[config.mk]
export PLATFORM = sky130hd
export DESIGN_NAME = ddr_cmd_tracker
export DESIGN_NICKNAME = d
export VERILOG_FILES = /design/src/rtl/ddr_trk_pkg.sv /design/src/rtl/ddr_cmd_decode.sv /design/src/rtl/ddr_power_ctl.sv /design/src/rtl/ddr_bank_slot.sv /design/src/rtl/ddr_mode_regs.sv /design/src/rtl/ddr_cmd_tracker.sv
export SDC_FILE = /design/constraint.sdc
export NUM_CORES = 1
export LEC_CHECK = 0
export BUFFER_PORTS_ARGS = -buffer_cell sky130_fd_sc_hd__buf_2
export CORE_MARGIN = 1
export CORE_UTILIZATION = 30
export DETAILED_ROUTE_END_ITERATION = 12
export PLACE_DENSITY = 0.58
export SLEW_MARGIN = 20
export SYNTH_ARGS = -nofsm -noshare
export SYNTH_HDL_FRONTEND = slang
export SYNTH_SLANG_ARGS = --single-unit
[constraint.sdc]
create_clock -name clk -period 2.3 [get_ports clk]
set_input_delay 0.46 -clock clk [delete_from_list [all_inputs] [get_ports clk]]
set_output_delay 0.46 -clock clk [all_outputs]
set_load 0.01 [all_outputs]
[src/rtl/ddr_trk_pkg.sv]
`timescale 1ns/1ps
package ddr_trk_pkg;

  typedef enum logic [2:0] {
    CMD_NOP, CMD_ACT, CMD_RD, CMD_WR, CMD_PRE, CMD_REF, CMD_MRS, CMD_DESEL
  } cmd_e;

  typedef enum logic [1:0] {
    PWR_RUN      = 2'd0,
    PWR_PRE_PD   = 2'd1,
    PWR_ACT_PD   = 2'd2,
    PWR_SELF_REF = 2'd3
  } pwr_e;

  function automatic cmd_e decode_pins(input logic cs_n, input logic ras_n,
                                       input logic cas_n, input logic we_n);
    cmd_e c;
    if (cs_n) c = CMD_DESEL;
    else begin
      unique case ({ras_n, cas_n, we_n})
        3'b011:  c = CMD_ACT;
        3'b101:  c = CMD_RD;
        3'b100:  c = CMD_WR;
        3'b010:  c = CMD_PRE;
        3'b001:  c = CMD_REF;
        3'b000:  c = CMD_MRS;
        default: c = CMD_NOP;
      endcase
    end
    return c;
  endfunction

endpackage

[src/rtl/ddr_cmd_decode.sv]
`timescale 1ns/1ps
module ddr_cmd_decode
  import ddr_trk_pkg::*;
(
  input  logic cs_n,
  input  logic ras_n,
  input  logic cas_n,
  input  logic we_n,
  output cmd_e cmd
);
  always_comb cmd = decode_pins(cs_n, ras_n, cas_n, we_n);
endmodule

[src/rtl/ddr_power_ctl.sv]
`timescale 1ns/1ps
module ddr_power_ctl
  import ddr_trk_pkg::*;
(
  input  logic clk,
  input  logic rst_n,
  input  logic cke,
  input  logic any_open,
  input  logic is_ref,
  output pwr_e pwr,
  output logic exec_ok
);
  pwr_e pwr_nx;

  always_comb begin
    pwr_nx = pwr;
    if (pwr == PWR_RUN) begin
      if (!cke) begin
        if (any_open)    pwr_nx = PWR_ACT_PD;
        else if (is_ref) pwr_nx = PWR_SELF_REF;
        else             pwr_nx = PWR_PRE_PD;
      end
    end else if (cke) begin
      pwr_nx = PWR_RUN;
    end
  end

  always_ff @(posedge clk) begin
    if (!rst_n) pwr <= PWR_RUN;
    else        pwr <= pwr_nx;
  end

  assign exec_ok = (pwr == PWR_RUN) && cke;
endmodule

[src/rtl/ddr_bank_slot.sv]
`timescale 1ns/1ps
module ddr_bank_slot #(
  parameter int ROW_W = 13
) (
  input  logic             clk,
  input  logic             rst_n,
  input  logic             open_en,
  input  logic             close_en,
  input  logic [ROW_W-1:0] row_in,
  output logic             is_open,
  output logic [ROW_W-1:0] row
);
  always_ff @(posedge clk) begin
    if (!rst_n) begin
      is_open <= 1'b0;
      row     <= '0;
    end else if (open_en) begin
      is_open <= 1'b1;
      row     <= row_in;
    end else if (close_en) begin
      is_open <= 1'b0;
    end
  end
endmodule

[src/rtl/ddr_mode_regs.sv]
`timescale 1ns/1ps
module ddr_mode_regs #(
  parameter int W = 13
) (
  input  logic         clk,
  input  logic         rst_n,
  input  logic         wr_en,
  input  logic         sel_ext,
  input  logic [W-1:0] opcode,
  output logic [W-1:0] base_q,
  output logic [W-1:0] ext_q
);
  always_ff @(posedge clk) begin
    if (!rst_n) begin
      base_q <= '0;
      ext_q  <= '0;
    end else if (wr_en) begin
      if (sel_ext) ext_q  <= opcode;
      else         base_q <= opcode;
    end
  end
endmodule

[src/rtl/ddr_cmd_tracker.sv]
`timescale 1ns/1ps
module ddr_cmd_tracker
  import ddr_trk_pkg::*;
#(
  parameter int BA_W   = 2,
  parameter int ADDR_W = 13,
  parameter int AP_BIT = 10
) (
  input  logic                           clk,
  input  logic                           rst_n,
  input  logic                           cke,
  input  logic                           cs_n,
  input  logic                           ras_n,
  input  logic                           cas_n,
  input  logic                           we_n,
  input  logic [BA_W-1:0]                ba,
  input  logic [ADDR_W-1:0]              addr,
  output logic [(1<<BA_W)-1:0]           bank_open,
  output logic [(1<<BA_W)*ADDR_W-1:0]    open_row,
  output logic [1:0]                     pwr_mode,
  output logic [ADDR_W-1:0]              mode_base,
  output logic [ADDR_W-1:0]              mode_ext,
  output logic                           err
);
  localparam int NUM_BANKS = 1 << BA_W;

  cmd_e cmd;
  pwr_e pwr;
  logic exec_ok;
  logic any_open, hit_open, is_access, illegal;
  logic mrs_wr;

  ddr_cmd_decode u_dec (
    .cs_n (cs_n), .ras_n(ras_n), .cas_n(cas_n), .we_n(we_n), .cmd(cmd)
  );

  assign any_open  = |bank_open;
  assign hit_open  = bank_open[ba];
  assign is_access = (cmd == CMD_RD) || (cmd == CMD_WR);

  ddr_power_ctl u_pwr (
    .clk     (clk),
    .rst_n   (rst_n),
    .cke     (cke),
    .any_open(any_open),
    .is_ref  (cmd == CMD_REF),
    .pwr     (pwr),
    .exec_ok (exec_ok)
  );
  assign pwr_mode = pwr;

  // Illegal command in the current bank state
  always_comb begin
    illegal = 1'b0;
    if (exec_ok) begin
      unique case (cmd)
        CMD_ACT:          illegal = hit_open;
        CMD_RD, CMD_WR:   illegal = !hit_open;
        CMD_REF, CMD_MRS: illegal = any_open;
        default:          illegal = 1'b0;
      endcase
    end
  end

  genvar gi;
  generate
    for (gi = 0; gi < NUM_BANKS; gi++) begin : g_bank
      logic sel, open_en, close_en;
      assign sel      = (ba == BA_W'(gi));
      assign open_en  = exec_ok && !illegal && (cmd == CMD_ACT) && sel;
      assign close_en = exec_ok && !illegal &&
                        (((cmd == CMD_PRE) && (addr[AP_BIT] || sel)) ||
                         (is_access && sel && addr[AP_BIT]));
      ddr_bank_slot #(.ROW_W(ADDR_W)) u_slot (
        .clk     (clk),
        .rst_n   (rst_n),
        .open_en (open_en),
        .close_en(close_en),
        .row_in  (addr),
        .is_open (bank_open[gi]),
        .row     (open_row[gi*ADDR_W +: ADDR_W])
      );
    end
  endgenerate

  assign mrs_wr = exec_ok && !illegal && (cmd == CMD_MRS);

  ddr_mode_regs #(.W(ADDR_W)) u_mrs (
    .clk    (clk),
    .rst_n  (rst_n),
    .wr_en  (mrs_wr),
    .sel_ext(ba[BA_W-1]),
    .opcode (addr),
    .base_q (mode_base),
    .ext_q  (mode_ext)
  );

  always_ff @(posedge clk) begin
    if (!rst_n) err <= 1'b0;
    else        err <= illegal;
  end
endmodule

# After elaboration in Yosys (flattened, before gate mapping)
# Index checks and enable logic that the tools add are counted.
# W data, S select, Z words.
# classes
mul,0
n_lt_le_gt_ge,1
eq_ne,15
n_addsub,0
mux,19
bitwise,1
shift,0
reduce_logical,49
div_mod_pow,0
# op_table
operator,count
$logic_and A1 B1 Y1,24
$pmux W3 S6,1
$eq A3 B3 Y1 const B,5
$eq A3 B2 Y1 const B,4
$mux W1,10
$mux W2,5
$reduce_bool A2 Y1,5
$logic_or A1 B1 Y1,9
$eq A3 B1 Y1 const B,2
$reduce_and A2 Y1,3
$eq A2 B2 Y1 const B,2
$logic_not A2 Y1,2
$reduce_or A2 Y1,2
$reduce_or A4 Y1,1
$logic_not A3 Y1,1
$lt A2 B3 Y1 const B,1
$mux W3,1
$pmux W1 S3,1
$bmux W1 S2,1
$eq A2 B1 Y1 const B,1
$logic_not A1 Y1,2
$ne A2 B2 Y1 const B,1
$not A1 Y1,1
# totals
ram_bits,0
mem_bits_ro,0
register_bits,85
n_memories,0
inputBits,22
latchBits,0
output_inout_bits,85
word_cells,97

# Longest topological paths before layout
# depth
word_depth,12
depth_mapped,8
ltp_nobuf,6

# Modules after synthesis
# A second synthesis with hierarchy kept.
# unflattened
hier_cells,335
hier_area_um2,3595.9
# by_module_without_submodules
mod,seq_area_each_um2,cells_each,area_each_um2,n_inst
ddr_bank_slot,280.3,45,540.5,4
ddr_mode_regs,520.5,101,1022.2,1
ddr_cmd_tracker,20.0,36,266.5,1
ddr_power_ctl,40.0,12,107.6,1
ddr_cmd_decode,0.0,6,37.5,1

# Least setup slack after synthesis
# OpenSTA, ideal clock, no wires.
# synth_path
path_kind,flip-flop to flip-flop
start,register u_pwr.pwr[1]
end,register u_mrs.base_q[10]
synth_period_minus_slack_ps,1776
path_buffers,2
path_slack_ps,524
path_stages_with_launch,9
arrival_ps,1660
setup_ps,116
required_ps,2184
path_cell_list,dfxtp_1 -> nor2_1 -> ha_1 -> buf_4 -> nor3b_2 -> nand4b_4 -> buf_6 -> mux2i_1 -> nor2b_1
# synth_via
elab_chain_cells,7
# synth_rtl
element,line_no,text
"start, declared",ddr_power_ctl.sv:10,"output pwr_e pwr,"
"start signal, assigned",ddr_power_ctl.sv:30,else pwr <= pwr_nx;
$logic_not A2 Y1 (*),ddr_power_ctl.sv:33,assign exec_ok = (pwr == PWR_RUN) && cke;
$logic_and A1 B1 Y1 (*),ddr_power_ctl.sv:33,
$mux W1,ddr_cmd_tracker.sv:55,if (exec_ok) begin
$logic_not A1 Y1,ddr_cmd_tracker.sv:86,assign mrs_wr = exec_ok && !illegal && (cmd == CMD_MRS);
$logic_and A1 B1 Y1 (*) (2 in a row),ddr_cmd_tracker.sv:86,
$reduce_and A2 Y1 (no line) (*),--,
"end signal, assigned",ddr_mode_regs.sv:19,else base_q <= opcode;
"end, declared",ddr_mode_regs.sv:10,"output logic [W-1:0] base_q,"
# Mark *: on every way between the ends. The rest lies on a longest branch, timed or not.
# A chain may end at the register's enable or synchronous reset.

# Final worst setup path
# layout_path
start,register u_pwr.pwr[1]
end,register u_mrs.base_q[9]
# The elaborated chain is that of the path after synthesis.

==> flow_summary.json <==
{
  "yosysWarnings": 0,
  "cts_buffers": 9,
  "final_cell_mix": "buf_2, dfxtp_1, nand2_1, nand3_1, nor2b_1",
  "cts_hold_buf": 0,
  "cts_sinks": 85,
  "clk_pin_slew_ns": 0.06,
  "placed_area_mm2": 0.00404,
  "layout_worst_path_cycle_share_pct": 80.1,
  "slew_viol_final": 0,
  "gp_congestion": 0.796,
  "preCtsSetupSlack_ns": 0.259,
  "io_buffers": 106,
  "vias": 2758,
  "fmax_ghz": 0.543,
  "reg2reg_depth": 6,
  "ys_async_sr_fraction_pct": 0,
  "cap_violations": 0,
  "grt_pass1_vias": 2576,
  "ys_types": 38,
  "start_util_pct": 31.3,
  "ir_drop_v": 0.000371,
  "place_inst": 573,
  "clockBufferDepth": 2,
  "drive_above_1_share_pct": 33.0,
  "synth-edff-count": 0,
  "grt_first_pass_wirelength_um": 13500,
  "grtUsageTotal_pct": 14.8,
  "finClkSkew_ns": 0.00615,
  "die_x_um": 109,
  "critPathCaptureType": "flop",
  "syn_to_final_growth_pct": 26.6,
  "instances_no_fill": 589,
  "hold_viol": 0,
  "ys_ff_latch": 85,
  "dpl.hpwl_um": 6280,
  "fin_crit_ns": 1.84,
  "timing.rr.end": "u_mrs.base_q[9]",
  "startpoint": "u_pwr.pwr[1]",
  "fin_ws_ns": 0.458,
  "cts_tree": "built",
  "drt_iter0_markers": 114,
  "drt-vias-per-instance": 4.68,
  "post-cts-setup-buffers": 0,
  "arrival_ns": 2.06,
  "status": "completed",
  "crit_required_ns": 2.52,
  "cp-start-kind": "flop",
  "setup_viol": 0,
  "slew_headroom_pct": 68.8,
  "synthesis.nets": 374,
  "mappedNetlistArea_mm2": 0.00345,
  "critPathKind": "reg2reg",
  "wirelength_um": 8610,
  "tightest_slew_ns": 0.465,
  "root_buffer": "clkbuf_16",
  "firstDrtPassIters": 4,
  "overflow": 0,
  "power_density_mw_per_mm2": 747,
  "cts_resized": 0,
  "io_pins": 107,
  "fin_tns_setup_ns": 0,
  "antenna_left": 0,
  "core_mm2": 0.0110,
  "rows": 38,
  "final_area_mm2": 0.00437,
  "ys_seq_area_share_pct": 49.3,
  "wl_per_cell_um": 14.6,
  "final_nets": 467,
  "leakagePower_nw": 2.12,
  "rsz0062_at_grt": "false",
  "path_max_fanout": 13,
  "ys.flop_type": "dfxtp_1",
  "reg2reg_from": "u_pwr.pwr[1]",
  "final_common_cell": "buf_2",
  "cp-endpoint": "u_mrs.base_q[9]",
  "num-fill-cells": 1143,
  "grt_max_degree": 51,
  "ff2ff_setup_slack_ns": 0.46,
  "cts-htree-levels": 3,
  "diodes": 0,
  "clock_latency_ns": 0.33,
  "dieArea_mm2": 0.0119,
  "drc": 0,
  "antenna_found_initial": 0,
  "hp-class": "in2reg",
  "synthCells": 351,
  "syn_avg_cell_area_um2": 9.83,
  "fp.dieH_um": 109
}
[Yosys cell counts, types with 2 or more instances]
cell type	number	area [um2]
buf_6	3	33.8
mux2i_1	28	280
dfxtp_1	85	1700
nand4b_4	4	95.1
buf_4	7	52.6
buf_1	4	15.0
a21oi_1	3	15.0
o41ai_1	2	17.5
a21boi_1	3	22.5
o21ai_0	25	125
nor2_1	3	11.3
nand2b_1	5	31.3
nor2b_1	30	188
o21ai_1	17	85.1
buf_2	8	40.0
nand3_1	41	205
a21boi_2	10	113
clkbuf_1	8	30.0
a21boi_0	5	37.5
nand2_1	41	154
inv_1	2	7.51
[stage by stage]
stage	total power, mW	hold WS [ns]	utilization (%)
after floorplan	1.67	0.482	-
after global placement	1.74	0.445	36.6
after detailed placement	1.75	0.451	36.6
after CTS	3.31	0.416	39.6
after global routing	3.39	0.435	39.6
final	3.26	0.430	39.6
[layout make-up]
cell class / count / area [um2] / area share, %
multi-input combinational: 234 / 1570 / 35.9
sequential: 85 / 1700 / 39.0
timing repair buffer: 112 / 588 / 13.5
tap: 140 / 175 / 4.01
clock inverter: 6 / 86.3 / 1.98
inverter: 2 / 7.51 / 0.172
clock buffer: 10 / 239 / 5.47
[cells by family after synthesis]
| logic type | after synthesis | share of synthesized area, % |
|---|---|---|
| AOI/OAI and AO/OA | 70 | 13.2 |
| adders and majority gates | 1 | 0.363 |
| buffers and inverters | 32 | 5.19 |
| DFF | 85 | 49.3 |
| muxes | 29 | 8.78 |
| and+or+nand+nor | 134 | 23.1 |
[flip-flops by register name, indices dropped and copies added, names as in the netlist]
| signal | count |
|---|---|
| u_mrs.base_q | 13 |
| g_bank.u_slot.is_open | 4 |
| g_bank.u_slot.row | 52 |
| u_mrs.ext_q | 13 |
| u_pwr.pwr | 2 |
| err | 1 |
[per-layer routing]
layer	part of all wire, %	track usage, %	routed length [um]	vias up
met4	0.71	4.38	61	0
met2	43	22.7	3730	84
li1	-	-	-	1396
met3	6.6	4.42	565	6
met5	0	0	0	-
met1	49	19.9	4260	1272
[where the power goes]
part	switching (mW)	internal, mW
Combinational	0.133	0.0856
Clock	0.569	0.979
Sequential	0.00900	1.49
[critical path, stage by stage (launching register included)]
cell and delay, ns:
dfxtp_1 0.32, nor2_1 0.19, ha_1 0.21, nor3b_2 0.31
nand4b_4 0.37, mux2i_1 0.26, nor2b_1 0.06
[worst min path at each step]
stage / from / to / cells after the start
2_1_floorplan: g_bank[0].u_slot.row[4] / g_bank[0].u_slot.row[4] / 2
3_3_place_gp: u_mrs.ext_q[10] / u_mrs.ext_q[10] / 2
3_5_place_dp: g_bank[0].u_slot.row[12] / g_bank[0].u_slot.row[12] / 2
4_1_cts: addr[2] / u_mrs.ext_q[2] / 3
5_1_grt: addr[8] / u_mrs.ext_q[8] / 3
6_report: addr[2] / u_mrs.ext_q[2] / 3
(Power assumes the default switching activity.)
